## src/rtl/pm_evt_pkg.sv

```systemverilog
package pm_evt_pkg;

  // Register offsets
  localparam int REG_STS = 0;
  localparam int REG_EN  = 1;
  localparam int REG_CTL = 2;
  localparam int REG_SLP = 3;

  // Control register bit positions
  localparam int CTL_MODE = 0;
  localparam int CTL_GLB  = 1;
  localparam int CTL_EOS  = 2;
  localparam int CTL_TRAP = 3;
  localparam int CTL_APIC = 4;
  localparam int CTL_LINE = 8;

  typedef struct packed {
    logic [2:0] line_sel;
    logic       apic;
    logic       slp_trap;
    logic       smi_glb;
    logic       sci_mode;
  } pm_ctl_t;

  // Interrupt line addressed by a line code
  function automatic logic [4:0] line_target(input logic [2:0] code);
    case (code)
      3'd0:    line_target = 5'd9;
      3'd1:    line_target = 5'd10;
      3'd2:    line_target = 5'd11;
      3'd4:    line_target = 5'd20;
      3'd5:    line_target = 5'd21;
      3'd6:    line_target = 5'd22;
      3'd7:    line_target = 5'd23;
      default: line_target = 5'd0;
    endcase
  endfunction

  // Upper lines are reachable only in APIC mode; code 3 is unused
  function automatic logic line_legal(input logic [2:0] code, input logic apic);
    if (code < 3'd3)       line_legal = 1'b1;
    else if (code == 3'd3) line_legal = 1'b0;
    else                   line_legal = apic;
  endfunction

endpackage

```

## src/rtl/pm_evt_regs.sv

```systemverilog
module pm_evt_regs
  import pm_evt_pkg::*;
#(
  parameter int ADDR_W  = 3,
  parameter int DATA_W  = 16,
  parameter int NUM_SRC = 8,
  parameter int NUM_STS = 7
) (
  input  logic                clk,
  input  logic                rst,
  input  logic                wr_en,
  input  logic                rd_en,
  input  logic [ADDR_W-1:0]   addr,
  input  logic [DATA_W-1:0]   wdata,
  input  logic [NUM_STS-1:0]  sts,
  output logic [NUM_SRC-1:0]  en_q,
  output pm_ctl_t             ctl_q,
  output logic                eos_wr,
  output logic                slp_wr,
  output logic [NUM_STS-1:0]  sts_clr,
  output logic [DATA_W-1:0]   rdata
);

  logic hit_sts, hit_en, hit_ctl, hit_slp;
  logic [DATA_W-1:0] rd_mux;

  assign hit_sts = (addr == ADDR_W'(REG_STS));
  assign hit_en  = (addr == ADDR_W'(REG_EN));
  assign hit_ctl = (addr == ADDR_W'(REG_CTL));
  assign hit_slp = (addr == ADDR_W'(REG_SLP));

  assign eos_wr  = wr_en && hit_ctl && wdata[CTL_EOS];
  assign slp_wr  = wr_en && hit_slp && wdata[0];
  assign sts_clr = (wr_en && hit_sts) ? wdata[NUM_STS-1:0] : '0;

  wire unused_wdata = ^{wdata[7:5], wdata[DATA_W-1:11]};

  always_ff @(posedge clk) begin
    if (rst) begin
      en_q  <= '0;
      ctl_q <= '0;
    end else if (wr_en) begin
      if (hit_en) en_q <= wdata[NUM_SRC-1:0];
      if (hit_ctl) begin
        ctl_q.sci_mode <= wdata[CTL_MODE];
        ctl_q.smi_glb  <= wdata[CTL_GLB];
        ctl_q.slp_trap <= wdata[CTL_TRAP];
        ctl_q.apic     <= wdata[CTL_APIC];
        ctl_q.line_sel <= wdata[CTL_LINE +: 3];
      end
    end
  end

  always_comb begin
    rd_mux = '0;
    if (hit_sts) begin
      rd_mux[NUM_STS-1:0] = sts;
    end else if (hit_en) begin
      rd_mux[NUM_SRC-1:0] = en_q;
    end else if (hit_ctl) begin
      rd_mux[CTL_MODE]       = ctl_q.sci_mode;
      rd_mux[CTL_GLB]        = ctl_q.smi_glb;
      rd_mux[CTL_TRAP]       = ctl_q.slp_trap;
      rd_mux[CTL_APIC]       = ctl_q.apic;
      rd_mux[CTL_LINE +: 3]  = ctl_q.line_sel;
    end
  end

  always_ff @(posedge clk) begin
    if (rst)        rdata <= '0;
    else if (rd_en) rdata <= rd_mux;
  end

endmodule

```

## src/rtl/pm_evt_status.sv

```systemverilog
module pm_evt_status #(
  parameter int NUM_SRC = 8,
  parameter int NUM_STS = 7,
  parameter int IDX_W   = 3,
  parameter logic [NUM_SRC*IDX_W-1:0] SRC_MAP = '0
) (
  input  logic                clk,
  input  logic                rst,
  input  logic [NUM_SRC-1:0]  evt_pulse,
  input  logic [NUM_SRC-1:0]  en_q,
  input  logic                slp_wr,
  input  logic                slp_trap,
  input  logic [NUM_STS-1:0]  sts_clr,
  output logic [NUM_STS-1:0]  sts,
  output logic [NUM_STS-1:0]  sts_en
);

  localparam int SLP_BIT = NUM_STS - 1;

  logic [NUM_STS-1:0] sts_set;

  // One slice per source-fed status bit: OR of every mapped source
  for (genvar j = 0; j < SLP_BIT; j++) begin : g_bit
    always_comb begin
      sts_set[j] = 1'b0;
      sts_en[j]  = 1'b0;
      for (int i = 0; i < NUM_SRC; i++) begin
        if (SRC_MAP[i*IDX_W +: IDX_W] == IDX_W'(j)) begin
          sts_en[j]  = sts_en[j] | en_q[i];
          sts_set[j] = sts_set[j] | (evt_pulse[i] & en_q[i]);
        end
      end
    end
  end

  // Sleep-write trap occupies the top status bit
  assign sts_set[SLP_BIT] = slp_wr & slp_trap;
  assign sts_en[SLP_BIT]  = slp_trap;

  always_ff @(posedge clk) begin
    if (rst) sts <= '0;
    else     sts <= (sts & ~sts_clr) | sts_set;
  end

endmodule

```

## src/rtl/pm_evt_smi.sv

```systemverilog
module pm_evt_smi #(
  parameter int NUM_STS = 7,
  parameter logic [NUM_STS-1:0] SCI_CAP = '0
) (
  input  logic               clk,
  input  logic               rst,
  input  logic [NUM_STS-1:0] sts,
  input  logic [NUM_STS-1:0] sts_en,
  input  logic               sci_mode,
  input  logic               smi_glb,
  input  logic               eos_wr,
  output logic               smi_n
);

  logic [NUM_STS-1:0] smi_route;
  logic               pend;

  assign smi_route = sci_mode ? ~SCI_CAP : {NUM_STS{1'b1}};
  assign pend      = smi_glb && (|(sts & sts_en & smi_route));

  // smi_n high means armed; low means one SMI outstanding
  always_ff @(posedge clk) begin
    if (rst) begin
      smi_n <= 1'b1;
    end else if (!smi_n) begin
      if (eos_wr) smi_n <= 1'b1;
    end else if (pend) begin
      smi_n <= 1'b0;
    end
  end

endmodule

```

## src/rtl/pm_evt_sci.sv

```systemverilog
module pm_evt_sci
  import pm_evt_pkg::*;
#(
  parameter int NUM_STS = 7,
  parameter int NUM_IRQ = 24,
  parameter logic [NUM_STS-1:0] SCI_CAP = '0
) (
  input  logic               clk,
  input  logic               rst,
  input  logic [NUM_STS-1:0] sts,
  input  logic [NUM_STS-1:0] sts_en,
  input  logic               sci_mode,
  input  logic               apic,
  input  logic [2:0]         line_sel,
  output logic [NUM_IRQ-1:0] sci_irq
);

  logic               lvl;
  logic               legal;
  logic [4:0]         tgt;
  logic [NUM_IRQ-1:0] hit;

  assign lvl   = sci_mode && (|(sts & sts_en & SCI_CAP));
  assign legal = line_legal(line_sel, apic);
  assign tgt   = line_target(line_sel);

  for (genvar l = 0; l < NUM_IRQ; l++) begin : g_line
    assign hit[l] = legal && (tgt == 5'(l));
  end

  always_ff @(posedge clk) begin
    if (rst) sci_irq <= '0;
    else     sci_irq <= hit & {NUM_IRQ{lvl}};
  end

endmodule

```

## src/rtl/pm_evt_router.sv

```systemverilog
module pm_evt_router
  import pm_evt_pkg::*;
#(
  parameter int ADDR_W  = 3,
  parameter int DATA_W  = 16,
  parameter int NUM_SRC = 8,
  parameter int NUM_STS = 7,
  parameter int NUM_IRQ = 24,
  parameter logic [NUM_SRC*3-1:0] SRC_MAP =
    {3'd5, 3'd4, 3'd3, 3'd2, 3'd2, 3'd2, 3'd1, 3'd0},
  parameter logic [NUM_STS-1:0] SCI_CAP = 7'b0110000
) (
  input  logic               clk,
  input  logic               rst,
  input  logic [NUM_SRC-1:0] evt_pulse,
  input  logic               wr_en,
  input  logic               rd_en,
  input  logic [ADDR_W-1:0]  addr,
  input  logic [DATA_W-1:0]  wdata,
  output logic [DATA_W-1:0]  rdata,
  output logic               smi_n,
  output logic [NUM_IRQ-1:0] sci_irq
);

  localparam int IDX_W = 3;

  logic [NUM_SRC-1:0] en_q;
  pm_ctl_t            ctl_q;
  logic               eos_wr;
  logic               slp_wr;
  logic [NUM_STS-1:0] sts_clr;
  logic [NUM_STS-1:0] sts;
  logic [NUM_STS-1:0] sts_en;

  pm_evt_regs #(
    .ADDR_W(ADDR_W), .DATA_W(DATA_W), .NUM_SRC(NUM_SRC), .NUM_STS(NUM_STS)
  ) u_regs (
    .clk(clk), .rst(rst), .wr_en(wr_en), .rd_en(rd_en), .addr(addr),
    .wdata(wdata), .sts(sts), .en_q(en_q), .ctl_q(ctl_q), .eos_wr(eos_wr),
    .slp_wr(slp_wr), .sts_clr(sts_clr), .rdata(rdata)
  );

  pm_evt_status #(
    .NUM_SRC(NUM_SRC), .NUM_STS(NUM_STS), .IDX_W(IDX_W), .SRC_MAP(SRC_MAP)
  ) u_status (
    .clk(clk), .rst(rst), .evt_pulse(evt_pulse), .en_q(en_q),
    .slp_wr(slp_wr), .slp_trap(ctl_q.slp_trap), .sts_clr(sts_clr),
    .sts(sts), .sts_en(sts_en)
  );

  pm_evt_smi #(
    .NUM_STS(NUM_STS), .SCI_CAP(SCI_CAP)
  ) u_smi (
    .clk(clk), .rst(rst), .sts(sts), .sts_en(sts_en),
    .sci_mode(ctl_q.sci_mode), .smi_glb(ctl_q.smi_glb), .eos_wr(eos_wr),
    .smi_n(smi_n)
  );

  pm_evt_sci #(
    .NUM_STS(NUM_STS), .NUM_IRQ(NUM_IRQ), .SCI_CAP(SCI_CAP)
  ) u_sci (
    .clk(clk), .rst(rst), .sts(sts), .sts_en(sts_en),
    .sci_mode(ctl_q.sci_mode), .apic(ctl_q.apic), .line_sel(ctl_q.line_sel),
    .sci_irq(sci_irq)
  );

endmodule

```

## config.mk

```make
export PLATFORM = sky130hd
export DESIGN_NAME = pm_evt_router
export DESIGN_NICKNAME = d
export VERILOG_FILES = /design/src/rtl/pm_evt_pkg.sv /design/src/rtl/pm_evt_regs.sv /design/src/rtl/pm_evt_status.sv /design/src/rtl/pm_evt_smi.sv /design/src/rtl/pm_evt_sci.sv /design/src/rtl/pm_evt_router.sv
export SDC_FILE = /design/constraint.sdc
export NUM_CORES = 1
export LEC_CHECK = 0
export BUFFER_PORTS_ARGS = -buffer_cell sky130_fd_sc_hd__clkbuf_2
export CORE_MARGIN = 4
export CORE_UTILIZATION = 48
export DETAILED_ROUTE_END_ITERATION = 8
export GPL_TIMING_DRIVEN = 0
export HOLD_SLACK_MARGIN = 0.1
export PLACE_DENSITY = 0.87
export SYNTH_ARGS = -nofsm -noshare
export SYNTH_HDL_FRONTEND = slang
export SYNTH_SLANG_ARGS = --single-unit
```

## constraint.sdc

```tcl
create_clock -name clk -period 1.79 [get_ports clk]
set_clock_uncertainty 0.1 [all_clocks]
set_input_delay 0.4475 -clock clk [delete_from_list [all_inputs] [get_ports clk]]
set_output_delay 0.4475 -clock clk [all_outputs]
set_load 0.05 [all_outputs]
```

==> results.cfg <==
[worst_setup_path]
path_cells = clkbuf_2
cp_top_family = flip-flops
path_class = flop to output pin
required_ns = 1.24
crit_buf_inv = 1
worstSetupEndpointType = output pin
slowest_stage = dfxtp_1
cp_max_fo = 5
setup.worst_path.start_class = flop
slowest_delay_ns = 0.39
arrival_ns = 1.00

[grt]
grt_util_all_layers = 0.1752
grt_pass1_vias = 1546
grt_pass1_wl_um = 7010
grt_max_degree = 14
overflow = 0
antenna_found_initial = 0

[finish]
drive_gt1_frac = 0.3050
n_fill_cell = 321
final_nets = 312
syn2layout_area_growth_pct = 25.19
n_antenna_cell = 0

[timing]
fin_tns_setup_ns = 0
final.setup.worst_slack_ns = 0.2452
final_hold_viol_count = 0
max_slew_margin = 0.6458
drv_slew = 0
rsz0062_at_grt = no
holdWs_ns = 0.2696
max_freq_ghz = 0.6473
period_minus_slack_ns = 1.545
period_share = 0.8630
setup_viol_count_final = 0
tightestPinTransition_ns = 0.5284

[yosys]
synth_cell_types = 36
syn-instance-count = 205
ys_ff_latch = 46
synth_area_mm2 = 0.001942
ys_warn_count = 0
yosys.area.top_type = dfxtp_1
ys_seq_area_frac = 0.4742
synth_area_per_cell_um2 = 9.472
synth_edf_count = 0
synthArstFlopShare = 0
yosysTopAreaCellShare = 0.4742
yosys-top-cells-area = dfxtp_1, mux2i_1, buf_4
ys.flop_type = dfxtp_1

[place]
dp_hpwl_um = 3309
port-buffer-count = 48
place.gp.congestion = 0.8505
preCtsSetupSlack_ns = 0.02391

[power]
cellLeakagePower_nw = 1.049
power.total_mw = 2.082
power_density_mw_per_mm2 = 856.4
peakVddDrop_mv = 0.6289

[floorplan]
core-area_mm2 = 0.003771
fp.dieW_um = 71.61
die_area_mm2 = 0.005127
start_util = 0.5149
die_y_um = 71.61
pin_count = 72
fp-row-count = 22

[clock_tree]
ctsHoldBuffers = 0
clockRootBuffer = clkbuf_8
htree_levels = 2
cts-buffers-inserted = 5
post-cts-setup-buffer-count = 0
clk_latency_ns = 0.30
clk_pin_slew_ns = 0.08
cts_buffer_depth = 2
cts_tree = built
cts_resized = 0
cts_sinks = 46

[drt]
viasPerCell = 5.006
drcViolationCount = 0
firstDrtPassIters = 4
wl_per_cell_um = 13.40
ant_nets = 0
initialDrtViolationCount = 78
drt_wl_total_um = 4423
vias = 1652

[run]
cap_viol_max_count = 0

[status]
status = complete, no violations

[hold_path]
worstHoldPathType = input port to flop
sequential cells by signal, indices dropped and copies added, names as in the netlist:
signal	cells
u_sci.sci_irq	12
u_regs.ctl_q	7
u_regs.en_q	8
u_smi.smi_n	1
u_status.sts	7
u_regs.rdata	11
synthesized netlist by cell type (all sizes together) (2+ instances only):
| cell | count |
|---|---|
| inv | 8 |
| a21o | 4 |
| a211oi | 3 |
| a21oi | 10 |
| clkbuf | 4 |
| nand3b | 8 |
| o21ai | 6 |
| a311oi | 5 |
| nor3 | 8 |
| nor4bb | 2 |
| nor2b | 3 |
| or4b | 2 |
| dfxtp | 46 |
| nor2 | 26 |
| nand2 | 11 |
| buf | 24 |
| a22oi | 6 |
| mux2i | 15 |
final timing paths:
path	from	end	slack, ns	cells past startpoint
min	wdata[6]	u_status.sts[6]$_SDFF_PP0_	0.27	2
max reg2reg	u_regs.en_q[7]$_SDFFE_PP0P_	u_sci.sci_irq[20]$_SDFF_PP0_	0.38	3
min reg2reg	u_regs.rdata[7]$_SDFFE_PP0P_	u_regs.rdata[7]$_SDFFE_PP0P_	0.38	2
max	u_smi.smi_n$_SDFF_PP1_	smi_n	0.25	1
placed cells by master, fill, tap and decap left out, drive strengths merged, types with 2 or more instances in the layout:
cell type,instances
nor2b,3
nor3,8
or4b,2
nand2,11
buf,24
nand3b,8
nor4bb,2
inv,8
o21ai,6
a22oi,6
a311oi,5
nor2,26
conb,22
mux2i,15
a21o,4
a211oi,3
clkbuf,60
a21oi,10
dfxtp,46
stage by stage:
| stage | util | std cells | instance area, um2 |
|---|---|---|---|
| CTS | 0.6447 | 330 | 2431 |
| global placement | 0.6155 | 322 | 2321 |
| detailed placement | 0.6155 | 322 | 2321 |
| finish | 0.6447 | 330 | 2431 |
| global route | 0.6447 | 330 | 2431 |
| floorplan | - | 226 | 2021 |
kinds of logic (layout without fill, tap and decap cells):
family	count (synthesis)	count (layout)	synth area share
flip-flops	46	46	0.4742
multiplexers	15	15	0.07732
other	1	22	0.001931
buffers and inverters	36	92	0.1095
AO/OA/AOI/OAI	40	40	0.1430
AND/OR/NAND/NOR	67	67	0.1939
final cells by class:
type / instances / area (um2) / area share
clock buffer: 8 / 110.1 / 0.04529
inverter: 8 / 30.03 / 0.01235
buffer: 28 / 182.7 / 0.07514
timing repair buffer: 48 / 240.2 / 0.09882
multi-input combinational: 144 / 887.1 / 0.3649
sequential: 46 / 920.9 / 0.3788
tap: 48 / 60.06 / 0.02470
power by group:
part | switching, mW | leakage, nW | total [mW] | internal (mW)
clock | 0.331 | 0.0575 | 0.721 | 0.390
sequential | 0.0164 | 0.374 | 1.06 | 1.05
combinational | 0.209 | 0.617 | 0.299 | 0.0899
total | 0.556 | 1.05 | 2.08 | 1.53
metal layers:
layer,track usage,vias up,wire length [um],share of wire
met4,0.08977,0,63,0.014
li1,-,831,-,-
met5,0,-,0,0
met2,0.2918,65,2161,0.49
met1,0.2062,749,1889,0.43
met3,0.04628,7,308,0.070
(Power assumes the default switching activity.)
